==> config.mk <==
export PLATFORM = sky130hd
export DESIGN_NAME = wlim_compare
export DESIGN_NICKNAME = d
export VERILOG_FILES = /design/src/rtl/wlim_pkg.sv /design/src/rtl/wlim_compare.sv
export SDC_FILE = /design/constraint.sdc
export NUM_CORES = 1
export LEC_CHECK = 0
export BUFFER_PORTS_ARGS = -buffer_cell sky130_fd_sc_hd__buf_2
export CORE_AREA = 2 2 180 182
export CTS_BUF_LIST = sky130_fd_sc_hd__clkbuf_8 sky130_fd_sc_hd__clkbuf_16
export DETAILED_ROUTE_END_ITERATION = 16
export DIE_AREA = 0 0 182 184
export PLACE_DENSITY_LB_ADDON = 0.12
export SLEW_MARGIN = 15
export SYNTH_ARGS = -nofsm -noshare
export SYNTH_HDL_FRONTEND = slang
export SYNTH_SLANG_ARGS = --single-unit
export TNS_END_PERCENT = 1
==> constraint.sdc <==
create_clock -name clk -period 2.9 [get_ports clk]
set_clock_uncertainty 0.15 [all_clocks]
set_input_delay 0.58 -clock clk [delete_from_list [all_inputs] [get_ports clk]]
set_output_delay 0.58 -clock clk [all_outputs]
set_load 0.05 [all_outputs]
==> src/rtl/wlim_pkg.sv <==
package wlim_pkg;
  // Four thresholds per channel: slots 0,1 are lower bounds, 2,3 upper bounds.
  localparam int NLIM  = 4;
  localparam int NLOW  = 2;
  localparam int CNT_W = 3;

  typedef logic [1:0]       filt_code_t;
  typedef logic [CNT_W-1:0] run_cnt_t;

  // Consecutive breaches needed before a threshold faults.
  function automatic run_cnt_t run_length(input filt_code_t code);
    case (code)
      2'd0:    return run_cnt_t'(1);
      2'd1:    return run_cnt_t'(2);
      2'd2:    return run_cnt_t'(4);
      default: return run_cnt_t'(6);
    endcase
  endfunction
endpackage

==> src/rtl/wlim_compare.sv <==
module wlim_compare
  import wlim_pkg::*;
#(
  parameter int NCH = 11,
  parameter int DW  = 10,
  parameter int CW  = $clog2(NCH)
) (
  input  logic                  clk,
  input  logic                  rst,
  input  logic                  smp_valid,
  input  logic [CW-1:0]         smp_chan,
  input  logic [DW-1:0]         smp_value,
  input  logic [NCH*NLIM*DW-1:0] cfg_bounds,
  output logic                  cmp_valid,
  output logic [CW-1:0]         cmp_chan,
  output logic [NLIM-1:0]       cmp_breach
);
  localparam logic [CW:0] NCH_V = (CW+1)'(NCH);

  logic          in_range;
  logic [CW-1:0] sel;
  logic [NLIM-1:0] breach_d;

  assign in_range = ({1'b0, smp_chan} < NCH_V);
  assign sel      = in_range ? smp_chan : '0;

  for (genvar k = 0; k < NLIM; k++) begin : g_slot
    logic [DW-1:0] bound;
    assign bound = cfg_bounds[(int'(sel)*NLIM + k)*DW +: DW];
    if (k < NLOW) begin : g_low
      assign breach_d[k] = (smp_value < bound);
    end else begin : g_high
      assign breach_d[k] = (smp_value > bound);
    end
  end

  always_ff @(posedge clk) begin
    if (rst) begin
      cmp_valid  <= 1'b0;
      cmp_chan   <= '0;
      cmp_breach <= '0;
    end else begin
      cmp_valid  <= smp_valid && in_range;
      cmp_chan   <= sel;
      cmp_breach <= breach_d;
    end
  end

  // no out-of-range channel ever reaches the filters
  p_chan_range_r7: assert property (@(posedge clk) disable iff (rst)
    cmp_valid |-> ({1'b0, cmp_chan} < NCH_V));
endmodule

==> impl_metrics.csv <==
group,metric,value,unit
logic_synthesis,ys_top_cells_by_area,"mux2i_1, a21oi_1, ha_1",
sta,rsz0062_at_grt,"true",
power_and_ir_drop,switching_share,0.453,
logic_synthesis,synthFlopType,"dfxtp_1",
clock_tree,cts.sinks,9,
placement,finalWeightedCongestion,0.903,
placement,port_buffers,465,
global_route,grt_usage,0.215,
clock_tree,root_buffer,"clkbuf_16",
setup_path,start_kind,"input port",
sta,fmax,0.346,GHz
status,status,"completed",
setup_path,crit_family,"simple AND/OR/NAND/NOR gates",
clock_tree,cts_tree,"built",
final_layout,final_area,9910,um^2
power_and_ir_drop,p_leak,5.04,nW
logic_synthesis,yosysTopAreaCell,"mux2i_1",
routing,drc,0,
routing,dr.pass1.iters,7,
clock_tree,h-tree-depth,1,
routing,post_drt_wl_per_cell,21.4,um
sta,finalMaxSlewViolations,0,
routing,num_vias,9000,
logic_synthesis,synth_fp_nets,1359,
sta,layout_setup_ws,0.00828,ns
final_layout,drive_gt1_frac,0.502,
clock_tree,numCtsBuffers,3,
power_and_ir_drop,ir_worst_vdd,0.134,mV
power_and_ir_drop,p_switching,0.991,mW
final_layout,finish.net_count,1886,
run,max_cap_viol_count,0,
floorplanning,die-width,182,um
global_route,grt_start_max_net_pins,36,
placement,place_area,9340,um^2
floorplanning,dieArea,33500,um^2
floorplanning,placementRows,65,
power_and_ir_drop,total_power,2.19,mW
setup_path,critical_path.most_common_cell,"buf_12",
worst_hold_path,hold_path.class,"in -> reg",
setup_path,cpMaxStageDelayCell,"or3_4",
sta,finalCritPeriodShare,0.997,
setup_path,critPathKind,"in -> reg",
power_and_ir_drop,seqPwrFrac,0.065,
clock_tree,clockBufferDepth,2,
floorplanning,die_h,184,um
placement,place_ws,-0.413,ns
routing,vias_per_cell,5.02,
global_route,grt_pass1_vias,9254,
logic_synthesis,synth_top_area_share,0.138,
setup_path,cp_cell_sequence,"buf_12 > nor2_4 > o21ai_4 > buf_12 > buf_8 > mux2i_2 > o21ai_1 > o22ai_2 > ha_1 > nand4_1 > or3_4 > o311ai_4 > a31oi_1",
logic_synthesis,syn_area_per_cell,6.56,um^2
routing,dr.first_iter.drc_count,540,
sta,setup_violations,0,
setup_path,cp_data_required_time,2.86,ns
power_and_ir_drop,power_frac_comb,0.815,
power_and_ir_drop,p_int,1.20,mW
logic_synthesis,synthArstFlopShare,0,
power_and_ir_drop,pwr-share-clk,0.120,
sta,hold_slack,0.469,ns
global_route,grt_pass1_wl,54.7,mm
logic_synthesis,ys_seq_area_frac,0.0318,
setup_path,path_max_fanout,6,
routing,wirelength,38.5,mm
sta,hold_viol,0,
setup_path,end_kind,"flip-flop",
logic_synthesis,synth_seq_cells,9,
placement,dpl.hpwl,32.1,mm
logic_synthesis,synthCells,864,
global_route,overflow,0,
setup_path,worstPathArrival,2.85,ns
clock_tree,clkTransAtPathRegs,0.05,ns
floorplanning,ios,466,
global_route,antenna_found_initial,2,
sta,period_needed,2.89,ns
clock_tree,cts_hold_buf,0,
logic_synthesis,synth.distinct_cells,51,
final_layout,area_delta_synth_final,74.9,%
logic_synthesis,synth-edff-count,0,
floorplanning,core_area,31400,um^2
sta,tightest_slew,0.798,ns
sta,relSlewSlack,0.468,
setup_path,cpPeakStageDelay,0.41,ns
routing,ant_nets,0,
power_and_ir_drop,pwr_density_cell,221,nW/um^2
logic_synthesis,yosys_warnings,0,
setup_path,path_buf_inv,3,
floorplanning,initial_utilization,0.181,
logic_synthesis,syn_area,5670,um^2
## path summary, 6_finish.rpt
check	startpoint	end	slack, ns	cells past startpoint
hold / removal	smp_valid	cmp_valid$_SDFF_PP0_	0.47	3
setup / recovery	smp_chan[2]	cmp_breach[0]$_SDFF_PP0_	0.008	13
## flip-flops by register name, summed over array words and instances (netlist names)
register / count
cmp_valid: 1
cmp_chan: 4
cmp_breach: 4
## cells by family (layout without fill, tap and decap cells)
family,Yosys count,after routing,synth area share
and+or+nand+nor,203,203,0.151
other,0,2,0
adders and majority gates,38,38,0.0839
AOI/OAI and AO/OA,399,399,0.438
DFF,9,9,0.0318
buffers and inverters,99,625,0.0823
muxes,116,116,0.213
## metrics by stage
| step | util | TNS [ns] | std cells |
|---|---|---|---|
| global placement | 0.297 | -1.23 | 1768 |
| floorplan | - | -0.0354 | 864 |
| finish | 0.316 | 0 | 1794 |
| CTS | 0.303 | -0.0754 | 1774 |
| global route | 0.316 | -0.308 | 1793 |
| detailed placement | 0.297 | -1.42 | 1768 |
## cell type report
| type | instances | area, um^2 |
|---|---|---|
| Clock buffer | 3 | 75.1 |
| Antenna cell | 2 | 5.00 |
| Multi-Input combinational cell | 756 | 5280 |
| Fill cell | 3558 | 21500 |
| Timing Repair Buffer | 611 | 3830 |
| Sequential cell | 9 | 180 |
| Tap cell | 402 | 503 |
| Inverter | 10 | 37.5 |
| Clock inverter | 1 | 3.75 |
## per-layer routing
layer	vias up	wire, um	part of all wire	GRT usage
met4	2	532	0.014	0.0313
met1	4132	15900	0.41	0.268
met3	41	2700	0.070	0.0347
li1	4392	-	-	-
met5	-	12	0.00031	0
met2	433	19300	0.50	0.395
## power by group through the flow
stage                     sequential [mW]  clock, mW  combinational [mW]
after detailed placement            0.146          0                1.66
after global routing                0.144      0.287                1.95
after global placement              0.147          0                1.66
after CTS                           0.144      0.282                1.69
after floorplan                     0.183          0               0.802
final                               0.142      0.262                1.78
## cell usage in the layout (no fill, tap or decap), types with 3 or more instances in the layout
cell and count:
o211ai_1 3, o21ai_0 84, mux2i_1 76, nor2b_4 3, o22ai_1 32, a31oi_1 6
a22o_1 36, a222oi_1 36, buf_6 11, o22ai_2 8, buf_12 24, nand2_1 116
ha_1 35, buf_8 3, nand4_1 6, nor2_4 3, buf_4 110, nor2_1 48
buf_2 461, mux2_2 37, nor3_1 4, a21oi_2 4, clkbuf_16 5, nand2b_1 4
a21o_1 3, nand3_1 3, a211oi_1 5, dfxtp_1 9, o21ai_1 34, a21oi_1 123
inv_1 9
## what timing repair did
item / in CTS / in global routing
gates resized for setup: 20 / 43
setup endpoints to repair: 4 / 4
gates cloned: 0 / 2
hold endpoints to repair: 0 / 0
setup buffers: 3 / 16
pin swaps: 13 / 37
## synth_stat cells, types with 31 or more instances
| master | count |
|---|---|
| nand2_1 | 118 |
| o21ai_1 | 31 |
| o22ai_1 | 40 |
| o21ai_0 | 88 |
| mux2i_1 | 78 |
| mux2_2 | 37 |
| clkbuf_1 | 45 |
| nor2_1 | 49 |
| a21oi_1 | 127 |
| a22o_1 | 36 |
| a222oi_1 | 36 |
| ha_1 | 38 |
Power figures use the tool's default switching activity.
